## src/rtl/fcu_pkg.sv

```systemverilog
// Package fcu_pkg
// Shared constants and types for the unordered compare unit.
// Assumes the standard condition-field layout, with four outcome bits.
package fcu_pkg;
    localparam int FIELD_W = 4;
    localparam int CLASS_W = 5;

    // Bit positions inside one condition field
    localparam int F_LT = 0;
    localparam int F_GT = 1;
    localparam int F_EQ = 2;
    localparam int F_UN = 3;

    // Per-operand classification flags
    typedef struct packed {
        logic sign;
        logic is_zero;
        logic is_nan;
        logic is_snan;
    } opnd_flags_t;
endpackage

```

## src/rtl/fcu_classify.sv

```systemverilog
// Module fcu_classify
// Splits one IEEE-754 operand into sign, magnitude and class flags.
// Assumes a hidden-bit format: sign MSB, then EXP_W exponent bits, then fraction.
// The fraction MSB tells a quiet NaN (1) from a signalling NaN (0).
module fcu_classify #(
    parameter int DATA_W = 64,
    parameter int EXP_W  = 11
) (
    input  logic [DATA_W-1:0]    op_i,
    output fcu_pkg::opnd_flags_t flags_o,
    output logic [DATA_W-2:0]    mag_o
);
    localparam int FRAC_W = DATA_W - 1 - EXP_W;

    logic [EXP_W-1:0]  exp_w;
    logic [FRAC_W-1:0] frac_w;
    logic              exp_ones;

    // Purpose: split the operand and derive its class flags
    always_comb begin
        exp_w            = op_i[DATA_W-2 -: EXP_W];
        frac_w           = op_i[FRAC_W-1:0];
        exp_ones         = &exp_w;
        mag_o            = op_i[DATA_W-2:0];
        flags_o.sign     = op_i[DATA_W-1];
        flags_o.is_zero  = (op_i[DATA_W-2:0] == '0);
        flags_o.is_nan   = exp_ones && (frac_w != '0);
        flags_o.is_snan  = exp_ones && (frac_w != '0) && !frac_w[FRAC_W-1];
    end
endmodule

```

## src/rtl/fcu_order.sv

```systemverilog
// Module fcu_order
// Sorts two classified operands into one condition field (one-hot).
// Assumes the magnitude field is exponent followed by fraction, so an
// unsigned compare of it orders values within a sign, infinities included.
module fcu_order #(
    parameter int MAG_W = 63
) (
    input  fcu_pkg::opnd_flags_t      fa_i,
    input  fcu_pkg::opnd_flags_t      fb_i,
    input  logic [MAG_W-1:0]          ma_i,
    input  logic [MAG_W-1:0]          mb_i,
    output logic [fcu_pkg::FIELD_W-1:0] field_o
);
    import fcu_pkg::*;

    logic a_mag_lt;
    logic mag_eq;

    // Purpose: pick exactly one outcome bit from signs and magnitudes
    always_comb begin
        a_mag_lt = (ma_i < mb_i);
        mag_eq   = (ma_i == mb_i);
        field_o  = '0;
        if (fa_i.is_nan || fb_i.is_nan) begin
            field_o[F_UN] = 1'b1;
        end else if (fa_i.is_zero && fb_i.is_zero) begin
            field_o[F_EQ] = 1'b1;
        end else if (fa_i.sign != fb_i.sign) begin
            if (fa_i.sign) field_o[F_LT] = 1'b1;
            else           field_o[F_GT] = 1'b1;
        end else if (mag_eq) begin
            field_o[F_EQ] = 1'b1;
        end else if (!fa_i.sign) begin
            if (a_mag_lt) field_o[F_LT] = 1'b1;
            else          field_o[F_GT] = 1'b1;
        end else begin
            if (a_mag_lt) field_o[F_GT] = 1'b1;
            else          field_o[F_LT] = 1'b1;
        end
    end
endmodule

```

## src/rtl/fcu_crfile.sv

```systemverilog
// Module fcu_crfile
// Holds the condition register as SLOTS fields of FIELD_W bits.
// On a write, only the indexed slot is loaded and the others hold.
module fcu_crfile #(
    parameter int SLOTS = 8,
    parameter int IDX_W = $clog2(SLOTS)
) (
    input  logic                                clk,
    input  logic                                rst_n,
    input  logic                                wr_i,
    input  logic [IDX_W-1:0]                    idx_i,
    input  logic [fcu_pkg::FIELD_W-1:0]         field_i,
    output logic [SLOTS*fcu_pkg::FIELD_W-1:0]   cr_o
);
    import fcu_pkg::*;

    for (genvar k = 0; k < SLOTS; k++) begin : g_slot
        logic [FIELD_W-1:0] slot_q;
        logic               hit;

        // Purpose: decode whether this slot is the write target
        always_comb hit = wr_i && (idx_i == IDX_W'(k));

        // Purpose: load or hold this slot
        always_ff @(posedge clk) begin
            if (!rst_n)   slot_q <= '0;
            else if (hit) slot_q <= field_i;
        end

        assign cr_o[k*FIELD_W +: FIELD_W] = slot_q;
    end
endmodule

```

## src/rtl/fcu_status.sv

```systemverilog
// Module fcu_status
// Keeps the class-code mirror, the sticky invalid-SNaN flag, the sticky
// summary flag and the done pulse. A clear in the same cycle as a new
// signalling NaN is overridden, so the flags end up set.
module fcu_status (
    input  logic                        clk,
    input  logic                        rst_n,
    input  logic                        valid_i,
    input  logic                        snan_hit_i,
    input  logic                        clr_i,
    input  logic [fcu_pkg::FIELD_W-1:0] field_i,
    output logic [fcu_pkg::CLASS_W-1:0] class_o,
    output logic                        vx_snan_o,
    output logic                        fx_o,
    output logic                        done_o
);
    import fcu_pkg::*;

    logic [CLASS_W-1:0] class_d;
    logic               snan_base;
    logic               fx_base;
    logic               hit;

    // Purpose: map the field onto the class code (less, greater, equal, unordered)
    always_comb begin
        class_d    = '0;
        class_d[3] = field_i[F_LT];
        class_d[2] = field_i[F_GT];
        class_d[1] = field_i[F_EQ];
        class_d[0] = field_i[F_UN];
    end

    // Purpose: apply the clear first, then any new signalling NaN
    always_comb begin
        snan_base = clr_i ? 1'b0 : vx_snan_o;
        fx_base   = clr_i ? 1'b0 : fx_o;
        hit       = valid_i && snan_hit_i;
    end

    // Purpose: register the class code and the done pulse
    always_ff @(posedge clk) begin
        if (!rst_n) begin
            class_o <= '0;
            done_o  <= 1'b0;
        end else begin
            done_o <= valid_i;
            if (valid_i) class_o <= class_d;
        end
    end

    // Purpose: sticky flags; the summary flag is set when the SNaN flag rises
    always_ff @(posedge clk) begin
        if (!rst_n) begin
            vx_snan_o <= 1'b0;
            fx_o      <= 1'b0;
        end else begin
            vx_snan_o <= snan_base | hit;
            fx_o      <= fx_base | (hit & ~snan_base);
        end
    end
endmodule

```

## src/rtl/fcu_top.sv

```systemverilog
// Module fcu_top
// Unordered floating-point compare unit. Classifies both operands,
// orders them, writes the one-hot result into the selected condition slot
// and mirrors it into the class code. Results are valid one cycle after valid_i.
module fcu_top #(
    parameter int DATA_W = 64,
    parameter int EXP_W  = 11,
    parameter int SLOTS  = 8,
    localparam int IDX_W = $clog2(SLOTS),
    localparam int CR_W  = SLOTS * fcu_pkg::FIELD_W
) (
    input  logic                        clk,
    input  logic                        rst_n,
    input  logic                        valid_i,
    input  logic [DATA_W-1:0]           op_a_i,
    input  logic [DATA_W-1:0]           op_b_i,
    input  logic [IDX_W-1:0]            slot_i,
    input  logic                        clr_i,
    output logic [CR_W-1:0]             cr_o,
    output logic [fcu_pkg::CLASS_W-1:0] class_o,
    output logic                        vx_snan_o,
    output logic                        fx_o,
    output logic                        done_o
);
    import fcu_pkg::*;

    localparam int MAG_W = DATA_W - 1;

    opnd_flags_t        fa, fb;
    logic [MAG_W-1:0]   ma, mb;
    logic [FIELD_W-1:0] field;
    logic               snan_any;

    fcu_classify #(.DATA_W(DATA_W), .EXP_W(EXP_W)) u_cls_a (
        .op_i(op_a_i), .flags_o(fa), .mag_o(ma)
    );

    fcu_classify #(.DATA_W(DATA_W), .EXP_W(EXP_W)) u_cls_b (
        .op_i(op_b_i), .flags_o(fb), .mag_o(mb)
    );

    fcu_order #(.MAG_W(MAG_W)) u_order (
        .fa_i(fa), .fb_i(fb), .ma_i(ma), .mb_i(mb), .field_o(field)
    );

    // Purpose: a signalling NaN on either side raises the invalid flag
    always_comb snan_any = fa.is_snan || fb.is_snan;

    fcu_crfile #(.SLOTS(SLOTS)) u_cr (
        .clk(clk), .rst_n(rst_n), .wr_i(valid_i), .idx_i(slot_i),
        .field_i(field), .cr_o(cr_o)
    );

    fcu_status u_stat (
        .clk(clk), .rst_n(rst_n), .valid_i(valid_i), .snan_hit_i(snan_any),
        .clr_i(clr_i), .field_i(field), .class_o(class_o),
        .vx_snan_o(vx_snan_o), .fx_o(fx_o), .done_o(done_o)
    );
endmodule

```

## config.mk

```make
export PLATFORM = sky130hd
export DESIGN_NAME = fcu_top
export DESIGN_NICKNAME = d
export VERILOG_FILES = /design/src/rtl/fcu_pkg.sv /design/src/rtl/fcu_classify.sv /design/src/rtl/fcu_order.sv /design/src/rtl/fcu_crfile.sv /design/src/rtl/fcu_status.sv /design/src/rtl/fcu_top.sv
export SDC_FILE = /design/constraint.sdc
export NUM_CORES = 1
export LEC_CHECK = 0
export ABC_AREA = 0
export ABC_CLOCK_PERIOD_IN_PS = 2400
export BUFFER_PORTS_ARGS = -buffer_cell sky130_fd_sc_hd__buf_4
export CORE_ASPECT_RATIO = 0.75
export CORE_MARGIN = 3
export CORE_UTILIZATION = 30
export CTS_CLUSTER_DIAMETER = 120
export DETAILED_ROUTE_END_ITERATION = 10
export PLACE_DENSITY = 0.53
export SETUP_SLACK_MARGIN = 0.15
export SYNTH_ARGS = -nofsm -noshare
export SYNTH_HDL_FRONTEND = slang
export SYNTH_SLANG_ARGS = --single-unit
```

## constraint.sdc

```tcl
create_clock -name clk -period 2.4 [get_ports clk]
set_clock_uncertainty 0.15 [all_clocks]
set_input_delay 0.24 -clock clk [delete_from_list [all_inputs] [get_ports clk]]
set_output_delay 0.24 -clock clk [all_outputs]
set_load 0.02 [all_outputs]
```

Yosys cells after proc, flatten, opt, wreduce, memory -nomap -nowiden
Cells that the tools add are included.
{"block": "totals", "output_inout_bits": 40, "wordCells": 66, "input_bits": 135, "reg_bits": 39}
{"block": "op_classes", "bitwise_logic": 4, "muxes": 15, "magnitude_cmp": 1, "reduce_logical": 25, "n_eq_ne": 9}
{"op": "63-bit zero test", "n": 2}
{"op": "52-bit nonzero test", "n": 2}
{"op": "63-bit == test", "n": 1}
{"op": "63-bit < comparator", "n": 1}
{"op": "11-bit AND reduction", "n": 2}
{"op": "1-bit logical AND", "n": 14}
{"op": "3-bit == test, second input constant", "n": 4}
{"op": "1-bit 2-to-1 mux", "n": 10}
{"op": "2-bit 2-to-1 mux", "n": 4}
{"op": "3-bit by 2-bit == test with 1-bit output, second input constant", "n": 2}
{"op": "3-bit by 1-bit == test with 1-bit output, second input constant", "n": 1}
{"op": "3-bit zero test", "n": 1}
{"op": "3-bit 2-to-1 mux", "n": 1}
{"op": "1-bit zero test", "n": 2}
{"op": "1-bit logical OR", "n": 2}
{"op": "1-bit bitwise OR", "n": 2}
{"op": "1-bit AND", "n": 1}
{"op": "1-bit inequality test", "n": 1}
{"op": "1-bit inverter", "n": 1}

Logic depth before layout (Yosys ltp)
Gate-level depths: netlist of the first run.
{"block": "logic_depth", "depth_word": 7, "mapped_depth": 9, "ltp_nobuf": 9}

Modules after synthesis
A second synthesis of the first run with hierarchy kept.
{"block": "unflattened", "hier_cells": 572, "area_unflattened_um2": 4579.4}
{"module": "fcu_order", "n_inst": 1, "cells_per_inst": 241, "seq_area_each_um2": 0.0, "area_per_inst_um2": 1697.9}
{"module": "fcu_classify", "n_inst": 2, "cells_per_inst": 93, "seq_area_each_um2": 0.0, "area_per_inst_um2": 670.6}
{"module": "fcu_crfile", "n_inst": 1, "cells_per_inst": 119, "seq_area_each_um2": 640.6, "area_per_inst_um2": 1255.0}
{"module": "fcu_status", "n_inst": 1, "cells_per_inst": 25, "seq_area_each_um2": 140.1, "area_per_inst_um2": 279.0}
{"module": "fcu_top", "n_inst": 1, "cells_per_inst": 1, "seq_area_each_um2": 0.0, "area_per_inst_um2": 6.3}

Worst setup path after synthesis of the first run
OpenSTA, ideal clock, no wires.
{"block": "synth_timing", "path_type": "input-to-reg", "start": "input port op_b_i[58]", "end": "register u_stat.class_o[3] (netlist bit)", "setup_slack_ns": 0.115, "n_path_buf": 0, "t_required_ns": 2.174, "path_stages": 9, "arrival_ns": 2.059, "setup_ns": 0.076, "cell_sequence": "inv_1 -> ha_1 -> nand4_1 -> nor3_1 -> a221o_1 -> or2_2 -> nor4b_2 -> a21oi_4 -> o22ai_1"}
{"block": "synth_via", "elab_chain_cells": 7, "elab_cells_between_ends": 14, "cone_classes": "order compare (1); eq/ne (1); mux (7); reduce/logical (5)"}
{"element": "start: declaration", "line": "fcu_top.sv:16", "rtl": "input logic [DATA_W-1:0] op_b_i,"}
{"element": "63-bit < comparator", "line": "fcu_order.sv:21", "rtl": "a_mag_lt = (ma_i < mb_i);"}
{"element": "1-bit 2-to-1 mux, on equally long branches", "line": "fcu_order.sv:34, fcu_order.sv:37"}
{"element": "2-bit 2-to-1 mux", "line": "fcu_order.sv:33", "rtl": "end else if (!fa_i.sign) begin"}
{"element": "2-bit 2-to-1 mux", "line": "fcu_order.sv:31", "rtl": "end else if (mag_eq) begin"}
{"element": "2-bit 2-to-1 mux", "line": "fcu_order.sv:28", "rtl": "end else if (fa_i.sign != fb_i.sign) begin"}
{"element": "2-bit 2-to-1 mux", "line": "fcu_order.sv:26", "rtl": "end else if (fa_i.is_zero && fb_i.is_zero) begin"}
{"element": "3-bit 2-to-1 mux (*)", "line": "fcu_order.sv:24", "rtl": "if (fa_i.is_nan || fb_i.is_nan) begin"}
{"element": "end signal: assignment", "line": "fcu_status.sv:47", "rtl": "if (valid_i) class_o <= class_d;"}
{"element": "end: declaration", "line": "fcu_status.sv:12", "rtl": "output logic [fcu_pkg::CLASS_W-1:0] class_o,"}
Every way passes the cells marked *; elsewhere a longest branch is shown, timed or not.
A chain may end at the register's enable or synchronous reset.

Worst setup path after layout of the first run
{"block": "layout_timing", "start": "input port op_b_i[50]", "end": "register u_cr.g_slot[0].slot_q[0]"}
{"block": "layout_via", "elab_chain_cells": 7, "elab_cells_between_ends": 14, "cone_classes": "order compare (1); eq/ne (1); mux (7); reduce/logical (5)"}
{"element": "63-bit < comparator", "line": "fcu_order.sv:21"}
{"element": "1-bit 2-to-1 mux, on equally long branches", "line": "fcu_order.sv:34, fcu_order.sv:37"}
{"element": "2-bit 2-to-1 mux", "line": "fcu_order.sv:33"}
{"element": "2-bit 2-to-1 mux", "line": "fcu_order.sv:31"}
{"element": "2-bit 2-to-1 mux", "line": "fcu_order.sv:28"}
{"element": "2-bit 2-to-1 mux", "line": "fcu_order.sv:26"}
{"element": "3-bit 2-to-1 mux (*)", "line": "fcu_order.sv:24"}
{"element": "end signal: assignment", "line": "fcu_crfile.sv:27", "rtl": "else if (hit) slot_q <= field_i;"}
{"element": "end: declaration", "line": "fcu_crfile.sv:18", "rtl": "logic [FIELD_W-1:0] slot_q;"}
Marked as above.

==> key figures, run 1 <==
Status
  – Outcome: finished, final reports clean

Detailed routing
  – Wirelength per Cell: approximately 16 um
  – DRC errors left: 0
  – Vias/cell: slightly below 5
  – First-iteration detailed-routing DRC count: 170
  – Routed WL: roughly 14000 um
  – DR vias: 4261
  – Post-DRT Antenna Nets: 0
  – TritonRoute pass-1 iters: 4

Die
  – Die height: ~100 um
  – Initial core utilization: approximately a third
  – Rows: 33
  – Core footprint: 11300 um2
  – Ports: about 180
  – Die area: 13300 um2
  – Die span in x: between 100 and 150 um

Power and ir drop
  – Max VDD drop: around 270 uV
  – Lkg Pwr: about 0.0031 uW
  – Design Power: around 2200 uW
  – Pwr dens: between 300 and 400 nW/um2

Worst setup path
  – Crit path launch type: input port
  – CP arrival: 2.25 ns
  – Crit path largest cell delay: ~0.56 ns
  – CP required: 2.38 ns
  – CP cell instances: buf_4, inv_1, ha_4, nand4_2, or4_4, o22a_4, and2_4, a21oi_4, o22ai_1
  – Worst R2R Setup Slack: 1.61 ns
  – Crit path max fanout: 5
  – Setup CP Type: in2reg
  – Critical path endpoint category: register
  – Max stage delay cell, worst path: or4_4

GRT
  – Initial antenna violation count: 0
  – First-pass GRT wire length: 21300 um
  – Most crowded layer after global routing: met2
  – Grt met2 use: 33.0%
  – All-Layer GR Usage: approximately 19%
  – M3 GR Usage: 2.50%
  – Number of global-route vias before repair: between 4000 and 5000
  – GRT met1 Usage: between 20 and 30%
  – Total congestion overflow: 0
  – Largest net degree at the start of global routing: 41

Clock tree
  – CTS tree: yes
  – Worst skew pair latency: 0.28 ns
  – Reg clk slew, reported paths: ~0.06 ns
  – Clk buf depth: 2
  – CTS buffer count: 5
  – Clk root buf: clkbuf_16
  – Clock sinks: 39
  – H-tree Lvls: 2

Layout
  – Area delta synth->final: 78.0%
  – Finished Core Util: 56.5%
  – # diodes: 0
  – Filler cells: around 1100
  – Register area: around 780 um2
  – Share of cells above drive strength 1: between 40 and 50%
  – Multi-input gate area: approximately 3000 um2
  – Final nets: 905

Timing
  – Fin. Hold Viols: 0
  – Max frequency: approximately 0.44 GHz
  – Final Setup Violations: 0
  – Headroom to the max-slew limit: around half
  – Minimum period implied by the final worst setup slack: around 2.3 ns
  – Crit share post-route: a little over nine tenths
  – Post-route setup slack: 0.131 ns
  – Max-slew violation count: 0
  – Hold Slack: around 0.083 ns
  – Slew @ Worst Pin: about 0.73 ns
  – RSZ-0062 raised after global routing: true

Place
  – PortBufs: approximately 170
  – Dpl ws: -0.226 ns
  – HPWL Detailed: 11400 um
  – RePlAce Congestion: 0.886

Logic synthesis
  – Async SR Flop Fraction: 0%
  – Top cell type by total area after synthesis: ha_1
  – Avg Cell Area, Syn: 7.94 um2
  – Yosys warns: 0
  – Top cells by area, synth: ha_1, dfxtp_1, inv_1, nand2_1, nor4_1
  – Yosys reg bits: 39
  – Top-area cell type share of the netlist area: a little over a fifth
  – Prevailing post-synth register cell: dfxtp_1
  – Netlist cell types: 48
  – Post-Syn Area: 3590 um2
  – EDFF count, synth: 0
  – Syn_nets: 650
  – Seq/Total Area, Yosys: between 20% and 30%
  – Mapped Cells: about 450

Flow run
  – Maxcap violations: 0

Hold path
  – Min-Delay Path Class: in2reg
-- where the power goes --
group          leakage, uW  internal [uW]  switching, uW
Sequential        0.000316            664           9.10
Clock            0.0000838            490            254
Combinational      0.00268            432            388
-- path summary, 6_finish.rpt --
check / depth (start not counted) / start / endpoint
max reg2reg: 1 / u_cr.g_slot[7].slot_q[3]$_SDFFE_PN0P_ / u_cr.g_slot[7].slot_q[3]$_SDFFE_PN0P_
max: 9 / op_b_i[50] / u_cr.g_slot[0].slot_q[0]$_SDFFE_PN0P_
min: 3 / clr_i / u_stat.fx_o$_SDFF_PN0_
min reg2reg: 2 / u_cr.g_slot[3].slot_q[1]$_SDFFE_PN0P_ / u_cr.g_slot[3].slot_q[1]$_SDFFE_PN0P_
-- logic make-up after synthesis --
| kind of cell | after synthesis | share of synthesized area, % |
|---|---|---|
| other cells | 1 | 0.104 |
| fa+ha+maj | 63 | 22.0 |
| simple gates | 176 | 28.0 |
| mux | 9 | 2.51 |
| xor+xnor | 1 | 0.244 |
| flops | 39 | 21.7 |
| compound gates | 88 | 17.4 |
| buf+inv | 75 | 8.05 |
-- layer usage --
| metal | part of all wire (%) | wire, um |
|---|---|---|
| met4 | 0.47 | 64 |
| met3 | 4.6 | 634 |
| met5 | 0 | 0 |
| met2 | 47 | 6370 |
| met1 | 48 | 6570 |
-- synth_stat cells, types with 7 or more instances --
| cell | count |
|---|---|
| dfxtp_1 | 39 |
| ha_1 | 63 |
| nor2b_1 | 10 |
| a21oi_1 | 25 |
| nand2_1 | 55 |
| nor3_1 | 10 |
| nand2b_1 | 7 |
| nand4_1 | 23 |
| nand3_1 | 9 |
| o22ai_1 | 18 |
| nor4_1 | 32 |
| o21ai_0 | 9 |
| mux2i_1 | 9 |
| nor2_1 | 12 |
| inv_1 | 68 |
| o211a_1 | 9 |
-- registers in the layout, indices dropped and copies added, names as in the netlist --
name,cells
u_stat.vx_snan_o,1
u_stat.done_o,1
u_stat.fx_o,1
u_stat.class_o,4
u_cr.g_slot.slot_q,32
-- through the flow --
step           area [um2]  instances  TNS (ns)
6_report             6390        865         0
2_1_floorplan        3630        452         0
3_3_place_gp         5630        846     -3.72
5_1_grt              6390        865         0
3_5_place_dp         5630        846     -4.85
4_1_cts              5980        860         0
-- placed cells by master (no fill, tap or decap), types with 3 or more instances in the layout --
master / n
inv_1: 60
o211a_1: 9
buf_4: 240
nand3_1: 9
ha_4: 17
a21oi_1: 23
nor4_2: 6
ha_1: 46
clkbuf_16: 5
a21boi_0: 4
o22ai_2: 4
inv_2: 4
o22ai_1: 14
nor4_4: 3
nand4_4: 3
nor2b_1: 10
o21ai_0: 8
nand2b_1: 7
inv_4: 4
dfxtp_1: 39
nor3_1: 7
nor2_1: 12
nand4_1: 23
nand2_1: 54
mux2i_1: 9
buf_6: 11
a21oi_4: 4
nor4_1: 27
-- worst max-delay path: cells and delay by family --
family                   cells  cell delay [ns]
AND/OR/NAND/NOR              3             0.89
AO/OA/AOI/OAI                3             0.67
adder cells (fa/ha/maj)      1             0.28
buffers and inverters        2             0.15
-- final cells by class --
cell class	count	area share [%]
clock inverters	3	0.685
clock buffers	5	1.96
well taps	157	3.07
multi-input cells	340	47.2
flip-flops and latches	39	12.2
repair buffers	253	30.7
inverters	68	4.15
-- what timing repair did --
| item | 4_1_cts | 5_1_grt |
|---|---|---|
| hold buffers | 0 | 0 |
| pin swaps | 23 | 34 |
| resized for setup | 19 | 62 |
| setup endpoints to repair | 26 | 28 |
| setup buffers | 4 | 5 |
| gates cloned | 2 | 0 |
Power figures use the tool's default switching activity.
==> run 2, diff against run 1 <==
--- a/config.mk
+++ b/config.mk
@@ -13,7 +13,7 @@
 export CORE_UTILIZATION = 30
 export CTS_CLUSTER_DIAMETER = 120
 export DETAILED_ROUTE_END_ITERATION = 10
-export PLACE_DENSITY = 0.53
+export PLACE_DENSITY = 0.54
 export SETUP_SLACK_MARGIN = 0.15
 export SYNTH_ARGS = -nofsm -noshare
 export SYNTH_HDL_FRONTEND = slang
==> key figures, run 2 (synthesis results as in run 1) <==
Layout
  – # diodes: 0
  – Max reg flops: 32
  – Filler cells: about 1100
  – Final nets: between 900 and 1000
  – Area delta synth->final: 76.9%
  – Final std cells w/o fill: between 800 and 900
  – Top flop regs: u_cr.g_slot.slot_q: 32 flops, u_stat.class_o: 4 flops
  – Largest register by flop count: u_cr.g_slot.slot_q
  – Commonest non-fill, non-tap cell in the layout: buf_4
  – Share of cells above drive strength 1: between 40 and 50%
  – Commonest non-fill, non-tap cells in the layout: buf_4, nand2_1, inv_1, ha_1, dfxtp_1

Detailed routing
  – Vias/cell: 5.04
  – Post-DRT Antenna Nets: 0
  – DRC errors left: 0
  – DR vias: between 4000 and 5000
  – Routed WL: approximately 14000 um
  – TritonRoute pass-1 iters: 5
  – Wirelength per Cell: about 16 um
  – First-iteration detailed-routing DRC count: roughly 180

Clock tree
  – Reg clk slew, reported paths: roughly 0.06 ns
  – Clk root buf: clkbuf_16
  – Clk buf depth: 2
  – H-tree Lvls: 2
  – Worst skew pair latency: 0.28 ns
  – CTS buffer count: 5
  – CTS tree: yes
  – Clock sinks: 39
  – CTS Hold Bufs: 0

Worst setup path
  – CP required: 2.39 ns
  – CP arrival: 2.33 ns
  – Critical path endpoint category: register
  – Crit path launch type: input port
  – Setup CP Type: in2reg
  – Crit path max fanout: 9

Hold path
  – Min-Delay Path Class: in2reg

Timing
  – Minimum period implied by the final worst setup slack: 2.35 ns
  – RSZ-0062 raised after global routing: true
  – Final Setup Violations: 0
  – Post-route setup slack: 0.0550 ns
  – Crit share post-route: 97.7%
  – Slew @ Worst Pin: between 0.5 and 0.6 ns
  – Max-slew violation count: 0
  – Headroom to the max-slew limit: a little under two thirds
  – Max frequency: 0.426 GHz
  – Hold Slack: 0.0991 ns
  – Fin. Hold Viols: 0

Die
  – Die height: 101 um
  – Die area: about 13000 um2
  – Initial core utilization: 31.7%
  – Rows: 33
  – Die span in x: about 130 um
  – Ports: ~180
  – Core footprint: between 10000 and 15000 um2

GRT
  – Initial antenna violation count: 0
  – Total congestion overflow: 0
  – Largest net degree at the start of global routing: just over 40
  – All-Layer GR Usage: about a fifth
  – First-pass GRT wire length: about 21000 um
  – Number of global-route vias before repair: 4413

Flow run
  – Maxcap violations: 0

Place
  – RePlAce Congestion: 0.866
  – Placed cell count: between 800 and 900
  – Dpl ws: -0.259 ns
  – PortBufs: ~170
  – HPWL Detailed: between 10000 and 15000 um

Power and ir drop
  – Pwr dens: between 300 and 400 nW/um2
  – Max VDD drop: between 300 and 400 uV
  – Lkg Pwr: around 0.003 uW

Status
  – Outcome: finished, final reports clean
run 2: cell type report:
cell class,instances,area (um2),share of cell area (%)
clock inverter,2,12.5,0.197
clock buffer,6,129,2.03
tap,157,196,3.09
timing repair buffer,263,2080,32.7
sequential,39,781,12.3
multi-input combinational,338,2890,45.6
inverter,68,263,4.14
run 2: critical path, cell delays in order:
cell and delay (ns):
buf_4 0.11, inv_1 0.08, ha_4 0.20, buf_4 0.13, a21oi_1 0.12, o21ai_0 0.20
a211oi_1 0.35, o22a_1 0.25, a41oi_1 0.19, a21oi_4 0.31, o22ai_1 0.14
run 2: routing by layer:
layer | global-route usage [%] | vias up | part of all wire [%]
li1 | - | 2194 | -
met1 | 26.6 | 2063 | 46
met2 | 33.7 | 127 | 47
met3 | 2.59 | 14 | 5.1
met4 | 3.51 | 0 | 1.4
met5 | 0 | - | 0
run 2: path summary, 6_finish.rpt:
kind | depth (start not counted) | from | to | slack, ns
min | 3 | clr_i | u_stat.fx_o$_SDFF_PN0_ | 0.1
max reg2reg | 1 | u_cr.g_slot[7].slot_q[3]$_SDFFE_PN0P_ | u_cr.g_slot[7].slot_q[3]$_SDFFE_PN0P_ | 1.60
min reg2reg | 2 | u_stat.class_o[3]$_SDFFE_PN0P_ | u_stat.class_o[3]$_SDFFE_PN0P_ | 0.32
max | 11 | op_b_i[18] | u_cr.g_slot[7].slot_q[1]$_SDFFE_PN0P_ | 0.05
run 2: what timing repair did:
action,in CTS,in global routing
setup buffers,7,2
pin swaps,6,17
cloned,1,0
gates resized for setup,28,38
endpoints found under the setup margin,27,28
hold endpoints to repair,0,0
run 2: power breakdown:
group | internal, uW | switching (uW)
sequential | 664 | 9.88
combinational | 433 | 369
clock | 383 | 256
total | 1480 | 635
run 2: metrics by stage:
| stage | total power, uW | TNS, ns | cell area, um2 | utilization [%] |
|---|---|---|---|---|
| 2_1_floorplan | 990 | 0 | 3630 | - |
| 3_3_place_gp | 1380 | -3.70 | 5700 | 50.4 |
| 3_5_place_dp | 1400 | -6.41 | 5700 | 50.4 |
| 4_1_cts | 2080 | 0 | 6120 | 54.1 |
| 5_1_grt | 2230 | -0.185 | 6350 | 56.1 |
| 6_report | 2120 | 0 | 6350 | 56.1 |
